`config.mk`:
```
export PLATFORM = sky130hd
export DESIGN_NAME = phy_disc_seq
export DESIGN_NICKNAME = d
export VERILOG_FILES = /design/src/rtl/phy_disc_pkg.sv /design/src/rtl/pds_gap_timer.sv /design/src/rtl/pds_table.sv /design/src/rtl/pds_seq.sv /design/src/rtl/phy_disc_seq.sv
export SDC_FILE = /design/constraint.sdc
export NUM_CORES = 1
export LEC_CHECK = 0
export ABC_AREA = 1
export BUFFER_PORTS_ARGS = -buffer_cell sky130_fd_sc_hd__buf_2
export CAP_MARGIN = 20
export CORE_AREA = 2 2 89 126
export CTS_BUF_LIST = sky130_fd_sc_hd__clkbuf_8
export DETAILED_ROUTE_END_ITERATION = 6
export DIE_AREA = 0 0 91 128
export GPL_TIMING_DRIVEN = 0
export SETUP_SLACK_MARGIN = 0.02
export SLEW_MARGIN = 30
export SYNTH_ARGS = -nofsm -noshare
export SYNTH_HDL_FRONTEND = slang
export SYNTH_SLANG_ARGS = --single-unit
```
`constraint.sdc`:
```
create_clock -name clk -period 2.4 [get_ports clk]
set_clock_uncertainty 0.1 [all_clocks]
set_input_delay 0.36 -clock clk [delete_from_list [all_inputs] [get_ports clk]]
set_output_delay 0.36 -clock clk [all_outputs]
set_load 0.02 [all_outputs]
```
`src/rtl/phy_disc_pkg.sv`:
```
package phy_disc_pkg;

    localparam int ADDR_W = 5;
    localparam int DATA_W = 16;

    localparam logic [ADDR_W-1:0] REG_CTRL = 5'd0;
    localparam logic [ADDR_W-1:0] REG_STAT = 5'd1;
    localparam logic [ADDR_W-1:0] REG_ADV  = 5'd4;

    // control bits that never survive reconfiguration
    localparam logic [DATA_W-1:0] CTRL_DROP_MASK = 16'hED80;
    localparam int CTRL_AN_EN   = 12;
    localparam int CTRL_AN_RST  = 9;
    localparam int CTRL_DUPLEX  = 8;
    localparam int CTRL_SPD100  = 13;

    typedef enum logic [3:0] {
        ST_STAT,
        ST_CTRL_RD,
        ST_ADV_RD,
        ST_DECIDE,
        ST_ADV_WR,
        ST_CTRL_WR1,
        ST_GAP,
        ST_CTRL_WR2,
        ST_NEXT,
        ST_FINISH
    } seq_state_e;

    typedef struct packed {
        logic              wr;
        logic [ADDR_W-1:0] regsel;
        logic [DATA_W-1:0] wdata;
    } mgmt_cmd_t;

    typedef struct packed {
        logic [DATA_W-1:0] value;
        logic              an_toggled;
    } ctrl_plan_t;

    function automatic logic status_looks_valid(input logic [DATA_W-1:0] s);
        return ((s & 16'h8301) == 16'h8001) ||
               (!s[9] && ((s & 16'h7800) != 16'h0000));
    endfunction

    function automatic logic [DATA_W-1:0] adv_effective(input logic [DATA_W-1:0] adv,
                                                       input logic [DATA_W-1:0] stat);
        if (adv[8:5] == 4'b0000)
            return ((stat >> 6) & 16'h03E0) | 16'h0001;
        return adv;
    endfunction

    function automatic ctrl_plan_t ctrl_compute(input logic [DATA_W-1:0] cur,
                                                input logic forced,
                                                input logic fdx,
                                                input logic spd);
        ctrl_plan_t p;
        p.value      = cur;
        p.an_toggled = 1'b0;
        if (!forced) begin
            p.value[CTRL_AN_EN] = 1'b1;
            if (!cur[CTRL_AN_EN]) begin
                p.value[CTRL_AN_RST] = 1'b1;
                p.an_toggled         = 1'b1;
            end
        end else begin
            p.value[CTRL_AN_EN] = 1'b0;
            p.an_toggled        = cur[CTRL_AN_EN];
        end
        p.value              = p.value & ~CTRL_DROP_MASK;
        p.value[CTRL_DUPLEX] = fdx;
        p.value[CTRL_SPD100] = spd;
        return p;
    endfunction

endpackage

```
`src/rtl/pds_gap_timer.sv`:
```
module pds_gap_timer #(
    parameter int GAP_CYCLES = 500
) (
    input  logic clk,
    input  logic rst,
    input  logic start,
    output logic expired
);
    localparam int TW = $clog2(GAP_CYCLES + 1);

    logic [TW-1:0] cnt_q;

    always_ff @(posedge clk) begin
        if (rst)
            cnt_q <= '0;
        else if (start)
            cnt_q <= TW'(GAP_CYCLES);
        else if (cnt_q != '0)
            cnt_q <= cnt_q - 1'b1;
    end

    assign expired = (cnt_q == '0);

    // a freshly started gap never reports expiry on the next cycle
    assert_gap_not_short_R10: assert property (@(posedge clk) disable iff (rst)
        start |=> !expired);

endmodule

```
`src/rtl/pds_table.sv`:
```
module pds_table #(
    parameter int SLOTS  = 4,
    parameter int AW     = 5,
    parameter int CW     = 3,
    parameter logic [AW-1:0] DEFAULT_ADDR = 1
) (
    input  logic              clk,
    input  logic              rst,
    input  logic              wr_en,
    input  logic [CW-1:0]     wr_idx,
    input  logic [AW-1:0]     wr_addr,
    input  logic              fill_default,
    output logic [SLOTS*AW-1:0] table_o
);
    for (genvar i = 0; i < SLOTS; i++) begin : g_slot
        logic [AW-1:0] slot_q;
        always_ff @(posedge clk) begin
            if (rst)
                slot_q <= '0;
            else if (wr_en && (wr_idx == CW'(i)))
                slot_q <= wr_addr;
            else if (fill_default && (i == 0))
                slot_q <= DEFAULT_ADDR;
        end
        assign table_o[i*AW +: AW] = slot_q;
    end

    // entries are only written inside the table
    assert_idx_in_range_R3: assert property (@(posedge clk) disable iff (rst)
        wr_en |-> (int'(wr_idx) < SLOTS));

endmodule

```
`src/rtl/pds_seq.sv`:
```
module pds_seq
    import phy_disc_pkg::*;
#(
    parameter int SLOTS = 4,
    parameter int CW    = 3
) (
    input  logic              clk,
    input  logic              rst,
    input  logic              cfg_forced,
    input  logic              cfg_full_duplex,
    input  logic              cfg_speed100,
    input  logic [DATA_W-1:0] cfg_adv,
    output logic              req,
    output mgmt_cmd_t         cmd,
    output logic [ADDR_W-1:0] cur_addr,
    input  logic              done,
    input  logic [DATA_W-1:0] rdata,
    output logic              tbl_we,
    output logic [CW-1:0]     count,
    output logic              fill_default,
    output logic              gap_start,
    input  logic              gap_expired,
    output logic              finished
);
    localparam logic [CW-1:0] FULL = CW'(SLOTS);

    seq_state_e        state_q;
    logic [ADDR_W-1:0] addr_q;
    logic [CW-1:0]     count_q;
    logic [DATA_W-1:0] stat_q, ctrl_q, adv_q;
    logic              req_q, done_q;

    logic              is_access, xfer, last_visit;
    logic [DATA_W-1:0] adv_eff, adv_pick;
    ctrl_plan_t        plan;
    seq_state_e        after_adv;

    assign adv_eff  = adv_effective(adv_q, stat_q);
    assign adv_pick = (cfg_adv != '0) ? cfg_adv : adv_eff;
    assign plan     = ctrl_compute(ctrl_q, cfg_forced, cfg_full_duplex, cfg_speed100);
    assign after_adv = (plan.value != ctrl_q) ? ST_CTRL_WR1 : ST_NEXT;

    always_comb begin
        cmd       = '{wr: 1'b0, regsel: REG_STAT, wdata: '0};
        is_access = 1'b1;
        unique case (state_q)
            ST_STAT:     cmd.regsel = REG_STAT;
            ST_CTRL_RD:  cmd.regsel = REG_CTRL;
            ST_ADV_RD:   cmd.regsel = REG_ADV;
            ST_ADV_WR:   cmd = '{wr: 1'b1, regsel: REG_ADV, wdata: adv_pick};
            ST_CTRL_WR1,
            ST_CTRL_WR2: cmd = '{wr: 1'b1, regsel: REG_CTRL, wdata: plan.value};
            default:     is_access = 1'b0;
        endcase
    end

    assign xfer         = req_q && done;
    assign last_visit   = (count_q == FULL) || (addr_q == '0);
    assign tbl_we       = (state_q == ST_STAT) && xfer && status_looks_valid(rdata);
    assign gap_start    = (state_q == ST_CTRL_WR1) && xfer && plan.an_toggled;
    assign fill_default = (state_q == ST_NEXT) && last_visit && (count_q == '0);

    always_ff @(posedge clk) begin
        if (rst) begin
            state_q <= ST_STAT;
            addr_q  <= 5'd1;
            count_q <= '0;
            stat_q  <= '0;
            ctrl_q  <= '0;
            adv_q   <= '0;
            req_q   <= 1'b0;
            done_q  <= 1'b0;
        end else begin
            req_q <= is_access && !xfer;
            unique case (state_q)
                ST_STAT: if (xfer) begin
                    stat_q <= rdata;
                    if (status_looks_valid(rdata)) begin
                        count_q <= count_q + 1'b1;
                        state_q <= ST_CTRL_RD;
                    end else begin
                        state_q <= ST_NEXT;
                    end
                end
                ST_CTRL_RD: if (xfer) begin
                    ctrl_q  <= rdata;
                    state_q <= ST_ADV_RD;
                end
                ST_ADV_RD: if (xfer) begin
                    adv_q   <= rdata;
                    state_q <= ST_DECIDE;
                end
                ST_DECIDE:   state_q <= (adv_pick != adv_eff) ? ST_ADV_WR : after_adv;
                ST_ADV_WR:   if (xfer) state_q <= after_adv;
                ST_CTRL_WR1: if (xfer) state_q <= plan.an_toggled ? ST_GAP : ST_NEXT;
                ST_GAP:      if (gap_expired) state_q <= ST_CTRL_WR2;
                ST_CTRL_WR2: if (xfer) state_q <= ST_NEXT;
                ST_NEXT: begin
                    if (last_visit) begin
                        state_q <= ST_FINISH;
                        done_q  <= 1'b1;
                    end else begin
                        addr_q  <= addr_q + 1'b1;
                        state_q <= ST_STAT;
                    end
                end
                default: state_q <= ST_FINISH;
            endcase
        end
    end

    assign req      = req_q;
    assign cur_addr = addr_q;
    assign count    = count_q;
    assign finished = done_q;

    // a pending request keeps its command until completion
    assert_req_hold_R11: assert property (@(posedge clk) disable iff (rst)
        (req && !done) |=> (req && $stable(cmd) && $stable(cur_addr)));

    // finished is sticky and silent
    assert_done_sticky_R11: assert property (@(posedge clk) disable iff (rst)
        finished |=> (finished && !req));

    // never more entries than slots
    assert_count_cap_R1: assert property (@(posedge clk) disable iff (rst)
        int'(count) <= SLOTS);

    // writes only ever target the advertisement or control register
    assert_write_target_R6: assert property (@(posedge clk) disable iff (rst)
        (req && cmd.wr) |-> (cmd.regsel == REG_CTRL || cmd.regsel == REG_ADV));

    // a control write always changes the register
    assert_ctrl_write_changes_R10: assert property (@(posedge clk) disable iff (rst)
        (req && cmd.wr && cmd.regsel == REG_CTRL) |-> (cmd.wdata != ctrl_q));

endmodule

```
`src/rtl/phy_disc_seq.sv`:
```
module phy_disc_seq
    import phy_disc_pkg::*;
#(
    parameter int PHY_SLOTS  = 4,
    parameter int GAP_CYCLES = 500
) (
    input  logic                              clk,
    input  logic                              rst,
    input  logic                              cfg_forced,
    input  logic                              cfg_full_duplex,
    input  logic                              cfg_speed100,
    input  logic [15:0]                       cfg_adv,
    output logic                              mdio_req,
    output logic                              mdio_write,
    output logic [4:0]                        mdio_phy,
    output logic [4:0]                        mdio_reg,
    output logic [15:0]                       mdio_wdata,
    input  logic                              mdio_done,
    input  logic [15:0]                       mdio_rdata,
    output logic [PHY_SLOTS*5-1:0]            phy_table,
    output logic [$clog2(PHY_SLOTS+1)-1:0]    phy_count,
    output logic                              scan_done
);
    localparam int CW = $clog2(PHY_SLOTS + 1);

    mgmt_cmd_t         cmd;
    logic [ADDR_W-1:0] cur_addr;
    logic              tbl_we, fill_default, gap_start, gap_expired;
    logic [CW-1:0]     count;

    pds_seq #(.SLOTS(PHY_SLOTS), .CW(CW)) seq_i (
        .clk            (clk),
        .rst            (rst),
        .cfg_forced     (cfg_forced),
        .cfg_full_duplex(cfg_full_duplex),
        .cfg_speed100   (cfg_speed100),
        .cfg_adv        (cfg_adv),
        .req            (mdio_req),
        .cmd            (cmd),
        .cur_addr       (cur_addr),
        .done           (mdio_done),
        .rdata          (mdio_rdata),
        .tbl_we         (tbl_we),
        .count          (count),
        .fill_default   (fill_default),
        .gap_start      (gap_start),
        .gap_expired    (gap_expired),
        .finished       (scan_done)
    );

    pds_table #(.SLOTS(PHY_SLOTS), .AW(ADDR_W), .CW(CW), .DEFAULT_ADDR(5'd1)) table_i (
        .clk         (clk),
        .rst         (rst),
        .wr_en       (tbl_we),
        .wr_idx      (count),
        .wr_addr     (cur_addr),
        .fill_default(fill_default),
        .table_o     (phy_table)
    );

    pds_gap_timer #(.GAP_CYCLES(GAP_CYCLES)) gap_i (
        .clk    (clk),
        .rst    (rst),
        .start  (gap_start),
        .expired(gap_expired)
    );

    assign mdio_write = cmd.wr;
    assign mdio_phy   = cur_addr;
    assign mdio_reg   = cmd.regsel;
    assign mdio_wdata = cmd.wdata;
    assign phy_count  = count;

endmodule

```
======== Word-level counts from Yosys, hierarchy flattened ========
Index checks and enable logic that the tools add are counted.
W data, S select, Z words.
storage, ports and cells
  bits in registers ....................... 91
  word-level logic and storage cells ...... 110
operators by class
  add/sub/neg operators ................... 3
  eq/ne operators ......................... 22
  mux-type cells .......................... 30
  bitwise operators ....................... 1
  reductions and logical operators ........ 40
operator list
  kind                   number
  $mux W16               3
  $mux W4                12
  $pmux W4 S9            1
  $pmux W16 S2           1
  $reduce_bool A16 Y1    2
  $mux W9                2
  $eq A4 B3 Y1 const B   4
  $ne A16 B16 Y1         1
  $logic_and A1 B1 Y1    13
  $ne A2 B1 Y1 const B   6
  $mux W5                2
  $reduce_and A2 Y1      5
  $logic_not A9 Y1       1
  $ne A7 B9 Y1           1
  $reduce_bool A9 Y1     1
  $sub A9 B1 Y9 const B  1
  $eq A4 B2 Y1 const B   2
  $eq A4 B4 Y1 const B   2
  $logic_not A4 Y1       2
  $mux W1                8
  $reduce_and A7 Y1      1
  $eq A3 B2 Y1 const B   2
  $pmux W3 S2            1
  $reduce_or A2 Y1       3
  15 further kinds       19

======== Longest topological paths before layout ========
Gate-level depths: netlist of run 1.
  word-level depth ........................ 7
  mapped depth ............................ 15

======== Hierarchy ========
From an unflattened synthesis of run 1, not the netlist that was laid out.
unflattened totals
  cell total of the unflattened synthesis .. 656
  area, all modules ....................... 4,379.2 um^2
by module, submodules not included
  module         instances  cells an instance  area each (um^2)  sequential area each (um^2)
  pds_seq        1          467                2,981.6           1,021.0
  pds_table      1          123                913.4             400.4
  pds_gap_timer  1          66                 484.2             180.2

======== Least setup slack after synthesis of run 1 ========
Ideal clock, no wire load.
  kind .................................... in2out
  start ................................... input cfg_adv[3]
  end ..................................... output mdio_wdata[12]
  arrival time ............................ 1.593 ns
  data required time ...................... 1.940 ns
  slack ................................... 0.347 ns
  stages .................................. 9
  path buffers ............................ 2
  cells stage by stage .................... nor2_1 > nand2_1 > nor2_2 > nand2_2 > buf_6 > inv_1 > buf_2 > a21oi_1 > o22ai_1
on the way
  word-level cells in the longest chain between the ends .. 3
RTL lines
  element              RTL line            text
  start, declared      phy_disc_seq.sv:12  input logic [15:0] cfg_adv,
  $reduce_bool A16 Y1  pds_seq.sv:39       assign adv_pick = (cfg_adv != '0) ? cfg_adv : adv_eff;
  $mux W16             pds_seq.sv:39
  $pmux W16 S2         pds_seq.sv:46       unique case (state_q)
  end, declared        phy_disc_seq.sv:17  output logic [15:0] mdio_wdata,
Every way passes these cells.

======== Worst setup path in the final report of run 1 ========
  start ................................... input cfg_adv[7]
  end ..................................... output mdio_wdata[6]
Same word-level chain as after synthesis.

==> results of run 1 <==
## layer usage
layer,up-vias,GRT usage,share of wire
met3,20,0.0435,0.048
met5,-,0,0
met4,0,0.0820,0.021
li1,2163,-,-
met1,1923,0.229,0.41
met2,109,0.393,0.52
## power groups by stage
| stage | Clock, W | Sequential (W) | Combinational, W |
|---|---|---|---|
| floorplan | 0 | 0.00167 | 0.000952 |
| global placement | 0 | 0.00166 | 0.00130 |
| detailed placement | 0 | 0.00167 | 0.00133 |
| CTS | 0.00116 | 0.00164 | 0.00134 |
| global route | 0.00121 | 0.00166 | 0.00152 |
| finish | 0.00114 | 0.00164 | 0.00133 |
## final timing paths
| path | cells after the start | to | slack (ns) |
|---|---|---|---|
| worst max register to register | 7 | seq_i.ctrl_q[11]$_SDFFE_PP0P_ | 0.33 |
| worst max-delay path | 11 | mdio_wdata[6] | 0.13 |
| worst min register to register | 2 | table_i.g_slot[1].slot_q[0]$_SDFFE_PP0P_ | 0.35 |
| worst min-delay path | 3 | seq_i.stat_q[11]$_SDFFE_PP0P_ | 0.19 |
## through the flow
stage                     total power (W)  setup slack [ns]  cells
after floorplan                   0.00262             0.347    595
after global placement            0.00296            -0.140    822
after detailed placement          0.00299            -0.123    822
after CTS                         0.00413            0.0437    838
after global routing              0.00438            0.0314    838
final                             0.00411             0.134    838
## synth_stat cells
cell,count
or2_1,1
inv_1,72
nand4_1,3
buf_2,1
buf_4,3
nor2_2,8
inv_2,11
nand3_2,4
clkbuf_1,12
nand2_1,83
nor3_1,6
o22ai_1,12
a31oi_1,5
or2_2,1
a211oi_1,2
buf_6,3
inv_4,1
o21ai_1,22
nor2_1,56
xor2_1,1
conb_1,1
o31ai_1,1
nand3_1,32
nor4_1,3
nand3_4,1
o21ai_0,48
a221oi_1,1
ha_1,8
buf_1,3
nor2_4,4
nor3_2,1
a21oi_1,86
o21a_1,1
nand3b_2,2
nor4_2,1
nand2_2,5
xnor2_1,1
o211ai_1,1
nand3b_1,5
dfxtp_1,80
clkinv_1,1
## timing repair
action	in CTS	in global routing
resized for setup	5	17
setup endpoints to repair	11	15
hold buffers	0	0
cloned	0	0
pin swaps	0	0
## sequential cells by signal, indices dropped and copies added (netlist names)
| register | count |
|---|---|
| gap_i.cnt_q | 9 |
| seq_i.adv_q | 16 |
| seq_i.count | 3 |
| seq_i.ctrl_q | 16 |
| seq_i.cur_addr | 5 |
| seq_i.finished | 1 |
| seq_i.req | 1 |
| seq_i.stat_q | 5 |
| seq_i.state_q | 4 |
| table_i.g_slot.slot_q | 20 |
## final cells by class
cell class / count / area [sq um] / area share
plain buffers: 22 / 129 / 0.0257
clock buffers: 10 / 138 / 0.0274
clock inverters: 6 / 92.6 / 0.0184
inverters: 85 / 328 / 0.0653
multi-input cells: 408 / 2110 / 0.420
flip-flops and latches: 80 / 1600 / 0.319
well taps: 141 / 176 / 0.0351
repair buffers: 86 / 445 / 0.0887
## logic make-up (layout without fill, tap and decap cells)
kind of cell,count (synthesis),after routing,synth area share
flops,80,80,0.388
buf+inv,107,209,0.106
simple gates,216,216,0.249
xor+xnor,2,2,0.00425
other cells,1,3,0.000909
compound gates,179,179,0.226
fa+ha+maj,8,8,0.0243
## worst min-delay path, delay by kind of cell
kind,cells,cell delay (ns)
buffers and inverters,1,0.11
and+or+nand+nor,2,0.13
==> results.txt, run 1 <==
----------------------------------------------------
[Drt]
  First-iteration detailed-routing DRC count ... 168
  DRC errors left ... 0
  Count of TritonRoute iterations in the first routing pass ... 4
  Mean number of vias per cell ... 5.03
  Total vias in the final route ... 4215
  Detailed Route WL ... 12200 um
  ANT nets after route ... 0
  Wire length per cell ... 14.5 um

[STA]
  Fin. max-slew vios ... 0
  Fmax achieved ... 0.441 GHz
  Final hold viol count ... 0
  Part of the cycle the worst path needs ... 0.944
  Tightest Pin Transition ... 0.569 ns
  Tightest hold margin ... 0.188 ns
  RSZ-0062 raised after global routing ... false
  Final-layout setup total negative slack ... 0 ns
  Number of failing setup endpoints in the final timing report ... 0
  Relative max-transition margin ... 0.621
  Crit path time final ... 2.27 ns

[Finish]
  Most common cell after layout, fill and taps aside ... a21oi_1
  # diodes ... 0
  Fraction of final layout cells with drive strength greater than 1 ... 0.224
  Fin nets ... 738
  Area growth from synthesis to layout ... 21.8%
  Final Core Density ... 0.474
  Finished Cell Area ... 5020 sq um
  Fillers ... 1143
  Most used cells in the layout excluding fill and tap cells ... a21oi_1 (86), nand2_1 (83), buf_2 (80), dfxtp_1 (78), inv_1 (71)

[Worst setup path]
  Category of the critical setup timing path ... in -> out
  Arrival time of the worst setup path ... 1.81 ns
  Critical path, cell by cell ... buf_2 -> nor2_2 -> nand2_1 -> nor2_2 -> nand2_4 -> buf_6 -> clkinvlp_4 -> buf_6 -> a21oi_1 -> o22ai_1 -> buf_4
  Critical path fanouts, max ... 10
  Worst Path Required ... 1.94 ns
  Max incr delay on CP ... 0.17 ns
  Worst r2r src ... seq_i.state_q[3]$_SDFFE_PP0P_
  CP startpoint kind ... input pin
  Family of cells with the greatest summed delay on the critical path ... buffers and inverters
  Launching element of the worst setup path ... cfg_adv[7]
  Slowest cell on the critical path ... buf_6
  Crit. End Element ... output pin
  Critical path buffers and inverters ... 5

[Pwr]
  Internal power ... 0.00257 W
  Max rail drop VDD ... 0.452 mV
  Seq pwr share ... 0.398
  Leakage power summed over all cells ... 2.16 nW
  Portion of total power attributed to the clock network ... 0.277
  Switching power ... 0.00154 W
  Portion of total power attributed to combinational logic ... 0.325
  Total power per unit cell area ... 818 nW/um^2
  Switching power share of the total ... 0.375

[Synthesis]
  Area contributors post-synth ... dfxtp_1 (39%), a21oi_1 (10%), nand2_1 (7.6%)
  Number of different library cells in the post-synthesis netlist ... 41
  Yosys synthesis warning count ... 0
  Part of the Yosys area used for sequential elements ... 0.388
  Number of register bits inferred by synthesis ... 80
  Share of the synthesized area in the top cell type ... 0.388
  Average cell area after synthesis ... 6.95 sq um
  Synth area leader ... dfxtp_1
  Cells after synthesis ... 593
  Netlist area before placement ... 4120 sq um

[Placement]
  Placer Congestion ... 0.941
  Post-DP HPWL ... 9630 um
  Total placed instance area ... 4740 sq um
  Count of buffers inserted at the top-level ports ... 86

[CTS]
  CTS tree ... yes
  Depth of the CTS H-tree ... 3
  Number of buffers created by CTS ... 9
  Clock latency reported for the late side of the worst-skew pair ... 0.36 ns
  CTS Root Buffer Type ... clkbuf_8
  Clock-pin slew on the worst setup and hold paths ... 0.09 ns
  # Post-CTS Setup Buffers ... 0
  Maximum clock insertion buffer count ... 2
  Sinks on the clock net ... 80

[Floorplan]
  Vertical extent of the die ... 128 um
  Number of top-level design ports ... 90
  Starting density of the core ... 0.390
  Floorplan Core Area ... 10600 sq um
  Width of the chip ... 91 um
  Total Die Area ... 11600 sq um
  Site row count ... 45

[Global routing]
  Initial antenna violation count ... 0
  Number of global-route vias before repair ... 3998
  Overall Global Routing Usage ... 0.210
  Global-route wire length before repair ... 19400 um
  GRT overflow ... 0
  Maximum number of pins on one net before global-route repair ... 15

[Hold path]
  Hold Startpoint ... mdio_rdata[11]
  Type of the worst min-delay path ... in -> reg

[Job]
  Max-capacitance violation count ... 0

[Status]
  Status ... finished clean

----------------------------------------------------
Note: power is estimated with default switching activity, not from simulation.
==> run 2, diff against run 1 <==
CORE_AREA = 2 2 90 92   (was 2 2 89 126)
DIE_AREA = 0 0 92 94   (was 0 0 91 128)
PLACE_DENSITY = 0.79   (was unset)
==> results.txt, run 2 (synthesized netlist as in run 1, its figures left out) <==
----------------------------------------------------
[CTS]
  Clock-pin slew on the worst setup and hold paths ... 0.08 ns (was 0.09 ns)
  Maximum clock insertion buffer count ... 2 (unchanged)
  Sinks on the clock net ... 80 (unchanged)
  Number of buffers created by CTS ... 9 (unchanged)
  # Post-CTS Setup Buffers ... 0 (unchanged)
  CTS Root Buffer Type ... clkbuf_8 (unchanged)
  CTS tree ... yes (unchanged)
  Depth of the CTS H-tree ... 3 (unchanged)
  Clock latency reported for the late side of the worst-skew pair ... 0.37 ns (was 0.36 ns)

[Worst setup path]
  Critical path buffers and inverters ... 4 (was 5)
  Critical path, cell by cell ... nor2_1 -> inv_2 -> nor2_2 -> inv_2 -> buf_4 -> o21ai_0 -> buf_2 (was buf_2 -> nor2_2 -> nand2_1 -> nor2_2 -> nand2_4 -> buf_6 -> clkinvlp_4 -> buf_6 -> a21oi_1 -> o22ai_1 -> buf_4)
  Cell seen most often among critical-path stages ... inv_2
  Worst Path Required ... 1.94 ns (about the same)
  Critical path fanouts, max ... 10 (unchanged)
  Worst r2r src ... seq_i.state_q[3]$_SDFFE_PP0P_ (unchanged)
  Arrival time of the worst setup path ... 1.82 ns (was 1.81 ns)
  Launching element of the worst setup path ... seq_i.state_q[1]$_SDFFE_PP0P_ (was cfg_adv[7])
  Crit. End Element ... output pin (unchanged)
  Family of cells with the greatest summed delay on the critical path ... buffers and inverters (unchanged)
  Max incr delay on CP ... 0.47 ns (was 0.17 ns)
  CP startpoint kind ... flop (was input pin)
  Category of the critical setup timing path ... reg -> out (was in -> out)
  Slowest cell on the critical path ... dfxtp_1 (was buf_6)

[Placement]
  Post-DP HPWL ... 8860 um (was 9630 um)
  Count of buffers inserted at the top-level ports ... 86 (unchanged)
  Total instance count after detailed placement ... 783 (was 822)
  Placer Congestion ... 0.958 (was 0.941)

[STA]
  Tightest Pin Transition ... 0.677 ns (was 0.569 ns)
  Fin. max-slew vios ... 0 (unchanged)
  Relative max-transition margin ... 0.545 (was 0.621)
  Fmax achieved ... 0.438 GHz (was 0.441 GHz)
  Crit path time final ... 2.28 ns (was 2.27 ns)
  Part of the cycle the worst path needs ... 0.951 (was 0.944)
  Number of failing setup endpoints in the final timing report ... 0 (unchanged)
  Final hold viol count ... 0 (unchanged)
  RSZ-0062 raised after global routing ... false (unchanged)

[Finish]
  Area growth from synthesis to layout ... 19.4% (was 21.8%)
  Max FFs per register ... 20 (unchanged)
  Area of all sequential standard cells ... 1600 sq um (about the same)
  Final std cells w/o fill ... 799 (was 838)
  Fin nets ... 738 (unchanged)
  Fillers ... 716 (was 1143)
  Register with the highest flop count ... table_i.g_slot.slot_q (unchanged)
  Most used cells in the layout excluding fill and tap cells ... a21oi_1 (85), nand2_1 (83), buf_2 (81), dfxtp_1 (79), inv_1 (73) (was a21oi_1 (86), nand2_1 (83), buf_2 (80), dfxtp_1 (78), inv_1 (71))
  # diodes ... 0 (unchanged)
  Most common cell after layout, fill and taps aside ... a21oi_1 (unchanged)
  Biggest regs ... table_i.g_slot.slot_q: 20 flops, seq_i.adv_q: 16 flops, seq_i.ctrl_q: 16 flops (unchanged)
  Fraction of final layout cells with drive strength greater than 1 ... 0.220 (was 0.224)
  Final Core Density ... 0.647 (was 0.474)
  Area of combinational cells with multiple inputs ... 2100 sq um (was 2110 sq um)

[Pwr]
  Portion of total power attributed to combinational logic ... 0.335 (was 0.325)
  Max rail drop VDD ... 0.432 mV (was 0.452 mV)
  Total power per unit cell area ... 810 nW/um^2 (was 818 nW/um^2)
  Seq pwr share ... 0.412 (was 0.398)
  Leakage power summed over all cells ... 2.14 nW (was 2.16 nW)
  Switching power share of the total ... 0.385 (was 0.375)
  Switching power ... 0.00153 W (was 0.00154 W)
  Portion of total power attributed to the clock network ... 0.253 (was 0.277)
  Internal power ... 0.00245 W (was 0.00257 W)

[Global routing]
  Number of global-route vias before repair ... 4051 (was 3998)
  GRT overflow ... 0 (unchanged)
  Maximum number of pins on one net before global-route repair ... 14 (was 15)
  Initial antenna violation count ... 0 (unchanged)
  Overall Global Routing Usage ... 0.275 (was 0.210)
  Global-route wire length before repair ... 18700 um (was 19400 um)

[Floorplan]
  Width of the chip ... 92 um (was 91 um)
  Number of top-level design ports ... 90 (unchanged)
  Vertical extent of the die ... 94 um (was 128 um)
  Floorplan Core Area ... 7610 sq um (was 10600 sq um)
  Site row count ... 32 (was 45)
  Starting density of the core ... 0.542 (was 0.390)
  Total Die Area ... 8650 sq um (was 11600 sq um)

[Drt]
  First-iteration detailed-routing DRC count ... 212 (was 168)
  Wire length per cell ... 14.6 um (was 14.5 um)
  Detailed Route WL ... 11700 um (was 12200 um)
  Mean number of vias per cell ... 5.43 (was 5.03)
  Total vias in the final route ... 4341 (was 4215)
  DRC errors left ... 0 (unchanged)
  Count of TritonRoute iterations in the first routing pass ... 4 (unchanged)
  ANT nets after route ... 0 (unchanged)

[Hold path]
  Hold Startpoint ... mdio_rdata[11] (unchanged)
  Type of the worst min-delay path ... in -> reg (unchanged)

[Job]
  Max-capacitance violation count ... 0 (unchanged)

[Status]
  Status ... finished clean (unchanged)

----------------------------------------------------
-- run 2: layout make-up --
type | instances | area share
Inverter | 85 | 0.0661
Timing Repair Buffer | 86 | 0.0900
Multi-Input combinational cell | 408 | 0.426
Buffer | 22 | 0.0262
Tap cell | 102 | 0.0259
Clock buffer | 10 | 0.0280
Sequential cell | 80 | 0.326
Clock inverter | 6 | 0.0119
-- run 2: power by group through the flow --
stage                     logic, W  registers [W]  clock network, W
after floorplan           0.000952        0.00167                 0
after global placement     0.00129        0.00166                 0
after detailed placement   0.00132        0.00167                 0
after CTS                  0.00133        0.00164           0.00101
after global routing       0.00150        0.00166           0.00107
final                      0.00134        0.00164           0.00101
-- run 2: metal layers --
metal / GRT usage / up-vias / routed length (um)
met1: 0.338 / 1981 / 5050
met4: 0.131 / 0 / 313
li1: - / 2166 / -
met2: 0.470 / 167 / 5510
met3: 0.0474 / 27 / 798
met5: 0 / - / 0
-- run 2: metrics by stage --
step	TNS (ns)	setup WS [ns]	hold slack, ns	area, sq um	power, W
2_1_floorplan	0	0.347	0.329	4130	0.00262
3_3_place_gp	-0.0339	-0.0234	0.331	4690	0.00294
3_5_place_dp	-0.0360	-0.0231	0.342	4690	0.00298
4_1_cts	0	0.0222	0.183	4890	0.00398
5_1_grt	0	0.0216	0.193	4920	0.00424
6_report	0	0.117	0.188	4920	0.00399
-- run 2: worst paths after layout --
path | end | depth (start not counted) | slack [ns]
worst min register to register | table_i.g_slot[1].slot_q[1]$_SDFFE_PP0P_ | 2 | 0.35
worst max-delay path | mdio_reg[2] | 7 | 0.12
worst min-delay path | seq_i.stat_q[11]$_SDFFE_PP0P_ | 3 | 0.19
worst max register to register | seq_i.ctrl_q[14]$_SDFFE_PP0P_ | 7 | 0.25
-- run 2: worst register-to-register path: stages, from the launching register on --
cell and delay, ns:
dfxtp_1 0.34, inv_1 0.11, nand2_2 0.12, nor3_2 0.39, nand2_1 0.33, clkbuf_1 0.30, o21ai_0 0.25, a21oi_1 0.07
-- run 2: repair_timing --
| item | 4_1_cts | 5_1_grt |
|---|---|---|
| hold buffers | 0 | 0 |
| endpoints found under the setup margin | 11 | 16 |
| resized for setup | 4 | 13 |
==> run 3, diff against run 2 <==
MAX_ROUTING_LAYER = met4   (was unset)
==> results.txt, run 3 (synthesized netlist as in run 1, its figures left out) <==
----------------------------------------------------
[Status]
  Status ... finished clean (unchanged)

[Drt]
  Detailed Route WL ... 11900 um (was 11700 um)
  Mean number of vias per cell ... 5.54 (was 5.43)
  First-iteration detailed-routing DRC count ... 333 (was 212)
  ANT nets after route ... 0 (unchanged)
  Count of TritonRoute iterations in the first routing pass ... 7 (was 4)
  Wire length per cell ... 14.9 um (was 14.6 um)
  DRC errors left ... 0 (unchanged)
  Total vias in the final route ... 4424 (was 4341)

[Worst setup path]
  Arrival time of the worst setup path ... 1.83 ns (was 1.82 ns)
  Cells on worst reg2reg path ... 9 (was 7)
  CP startpoint kind ... flop (unchanged)
  FF-to-FF End ... seq_i.state_q[0]$_SDFFE_PP0P_ (was seq_i.ctrl_q[14]$_SDFFE_PP0P_)
  Crit. End Element ... output pin (unchanged)
  Critical path fanouts, max ... 10 (unchanged)
  Worst Path Required ... 1.94 ns (about the same)
  Slowest cell on the critical path ... dfxtp_2 (was dfxtp_1)
  Category of the critical setup timing path ... reg -> out (unchanged)
  Critical path buffers and inverters ... 3 (was 4)
  Max incr delay on CP ... 0.35 ns (was 0.47 ns)
  Worst r2r src ... seq_i.cur_addr[1]$_SDFFE_PP0P_ (was seq_i.state_q[3]$_SDFFE_PP0P_)
  Critical path, cell by cell ... inv_1 -> nor2_1 -> nand2_1 -> clkbuf_1 -> o22ai_1 -> buf_4 (was nor2_1 -> inv_2 -> nor2_2 -> inv_2 -> buf_4 -> o21ai_0 -> buf_2)
  Family of cells with the greatest summed delay on the critical path ... buffers and inverters (unchanged)
  Flop2flop setup slack ... 0.30 ns (was 0.25 ns)

[Floorplan]
  Width of the chip ... 92 um (unchanged)
  Vertical extent of the die ... 94 um (unchanged)
  Number of top-level design ports ... 90 (unchanged)
  Total Die Area ... 8650 sq um (unchanged)
  Floorplan Core Area ... 7610 sq um (unchanged)
  Starting density of the core ... 0.542 (unchanged)
  Site row count ... 32 (unchanged)

[Placement]
  Placer Congestion ... 0.975 (was 0.958)
  Count of buffers inserted at the top-level ports ... 86 (unchanged)
  Total placed instance area ... 4690 sq um (unchanged)
  Post-DP HPWL ... 8990 um (was 8860 um)
  Setup slack after placement ... -0.0479 ns (was -0.0231 ns)

[Finish]
  Fraction of final layout cells with drive strength greater than 1 ... 0.220 (unchanged)
  Most common cell after layout, fill and taps aside ... a21oi_1 (unchanged)
  Fin nets ... 739 (was 738)
  Register with the highest flop count ... table_i.g_slot.slot_q (unchanged)
  Biggest regs ... table_i.g_slot.slot_q: 20 flops, seq_i.adv_q: 16 flops, seq_i.ctrl_q: 16 flops (unchanged)
  Finished Cell Area ... 4930 sq um (was 4920 sq um)
  Area growth from synthesis to layout ... 19.5% (was 19.4%)
  Most used cells in the layout excluding fill and tap cells ... a21oi_1 (86), buf_2 (84), nand2_1 (83), dfxtp_1 (78), inv_1 (71) (was a21oi_1 (85), nand2_1 (83), buf_2 (81), dfxtp_1 (79), inv_1 (73))
  Fillers ... 708 (was 716)
  Max FFs per register ... 20 (unchanged)
  # diodes ... 0 (unchanged)

[Pwr]
  Switching power share of the total ... 0.386 (was 0.385)
  Switching power ... 0.00155 W (was 0.00153 W)
  Total power per unit cell area ... 811 nW/um^2 (was 810 nW/um^2)
  Portion of total power attributed to combinational logic ... 0.338 (was 0.335)
  Internal power ... 0.00245 W (about the same)
  Portion of total power attributed to the clock network ... 0.251 (was 0.253)
  Seq pwr share ... 0.411 (was 0.412)
  Leakage power summed over all cells ... 2.15 nW (was 2.14 nW)
  Max rail drop VDD ... 0.503 mV (was 0.432 mV)

[Global routing]
  Global-route wire length before repair ... 19000 um (was 18700 um)
  GRT overflow ... 0 (unchanged)
  Maximum number of pins on one net before global-route repair ... 14 (unchanged)
  Overall Global Routing Usage ... 0.284 (was 0.275)
  Number of global-route vias before repair ... 4091 (was 4051)
  Initial antenna violation count ... 0 (unchanged)

[STA]
  Number of failing setup endpoints in the final timing report ... 0 (unchanged)
  Crit path time final ... 2.29 ns (was 2.28 ns)
  Tightest Pin Transition ... 0.571 ns (was 0.677 ns)
  Final hold viol count ... 0 (unchanged)
  Relative max-transition margin ... 0.616 (was 0.545)
  Part of the cycle the worst path needs ... 0.954 (was 0.951)
  Worst setup margin ... 0.111 ns (was 0.117 ns)
  Final-layout setup total negative slack ... 0 ns (unchanged)
  RSZ-0062 raised after global routing ... false (unchanged)
  Fin. max-slew vios ... 0 (unchanged)
  Fmax achieved ... 0.437 GHz (was 0.438 GHz)

[Job]
  Max-capacitance violation count ... 0 (unchanged)

[Hold path]
  Hold Startpoint ... mdio_rdata[12] (was mdio_rdata[11])
  Depth of the worst hold-timing path ... 3 (unchanged)
  Type of the worst min-delay path ... in -> reg (unchanged)
  Hold endpoint ... seq_i.stat_q[12]$_SDFFE_PP0P_ (was seq_i.stat_q[11]$_SDFFE_PP0P_)

[CTS]
  Number of buffers created by CTS ... 9 (unchanged)
  Clock latency reported for the late side of the worst-skew pair ... 0.36 ns (was 0.37 ns)
  CTS tree ... yes (unchanged)
  Clock-pin slew on the worst setup and hold paths ... 0.08 ns (about the same)
  Maximum clock insertion buffer count ... 2 (unchanged)
  Depth of the CTS H-tree ... 3 (unchanged)
  CTS Root Buffer Type ... clkbuf_8 (unchanged)
  Sinks on the clock net ... 80 (unchanged)

----------------------------------------------------
-- run 3: worst max path at each step --
stage	startpoint	end	slack (ns)	cells after the start
4_1_cts	seq_i.state_q[2]$_SDFFE_PP0P_	mdio_wdata[8]	0.03	8
5_1_grt	seq_i.state_q[2]$_SDFFE_PP0P_	mdio_reg[2]	0.01	8
3_3_place_gp	cfg_adv[5]	mdio_wdata[5]	-0.03	11
3_5_place_dp	cfg_adv[3]	mdio_wdata[5]	-0.05	11
6_report	seq_i.state_q[2]$_SDFFE_PP0P_	mdio_wdata[5]	0.11	6
2_1_floorplan	cfg_adv[3]	mdio_wdata[12]	0.35	9
-- run 3: final cells by class --
cell class                      count  area [sq um]  area share
Inverter                           85           325      0.0660
Tap cell                          102           128      0.0259
Buffer                             22           128      0.0259
Clock buffer                       10           138      0.0279
Clock inverter                      5          56.3      0.0114
Multi-Input combinational cell    408          2110       0.428
Sequential cell                    80          1600       0.325
Timing Repair Buffer               87           443      0.0898
-- run 3: power groups by stage --
stage / clock network, W / registers [W] / logic [W]
3_3_place_gp: 0 / 0.00166 / 0.00129
2_1_floorplan: 0 / 0.00167 / 0.000952
6_report: 0.00100 / 0.00164 / 0.00135
5_1_grt: 0.00106 / 0.00166 / 0.00151
4_1_cts: 0.00101 / 0.00164 / 0.00133
3_5_place_dp: 0 / 0.00167 / 0.00132
-- run 3: layer usage --
layer	GRT usage	routed length, um
met1	0.336	5130
met2	0.501	5760
met3	0.0457	837
met4	0.0858	201
met5	-	0
-- run 3: worst register-to-register path, cell delays in order, from the launching register on --
cell and delay (ns):
dfxtp_1 0.50, inv_1 0.16, ha_1 0.22, nand3_1 0.10
o21a_1 0.13, inv_1 0.06, nor2_4 0.15, a21oi_1 0.06
nor4_1 0.37, a21oi_1 0.12
-- run 3: repair_timing --
item | CTS | global route
hold buffers | 0 | 0
setup buffers | 0 | 1
hold endpoints to repair | 0 | 0
pin swaps | 0 | 2
resized for setup | 4 | 10
gates cloned | 0 | 0
setup endpoints to repair | 11 | 12
-- run 3: stage by stage --
| stage | utilization | hold slack (ns) | power, W | cells |
|---|---|---|---|---|
| floorplan | - | 0.329 | 0.00262 | 595 |
| global placement | 0.616 | 0.331 | 0.00294 | 783 |
| detailed placement | 0.616 | 0.335 | 0.00298 | 783 |
| CTS | 0.643 | 0.200 | 0.00398 | 798 |
| global route | 0.648 | 0.216 | 0.00423 | 799 |
| finish | 0.648 | 0.201 | 0.00400 | 799 |
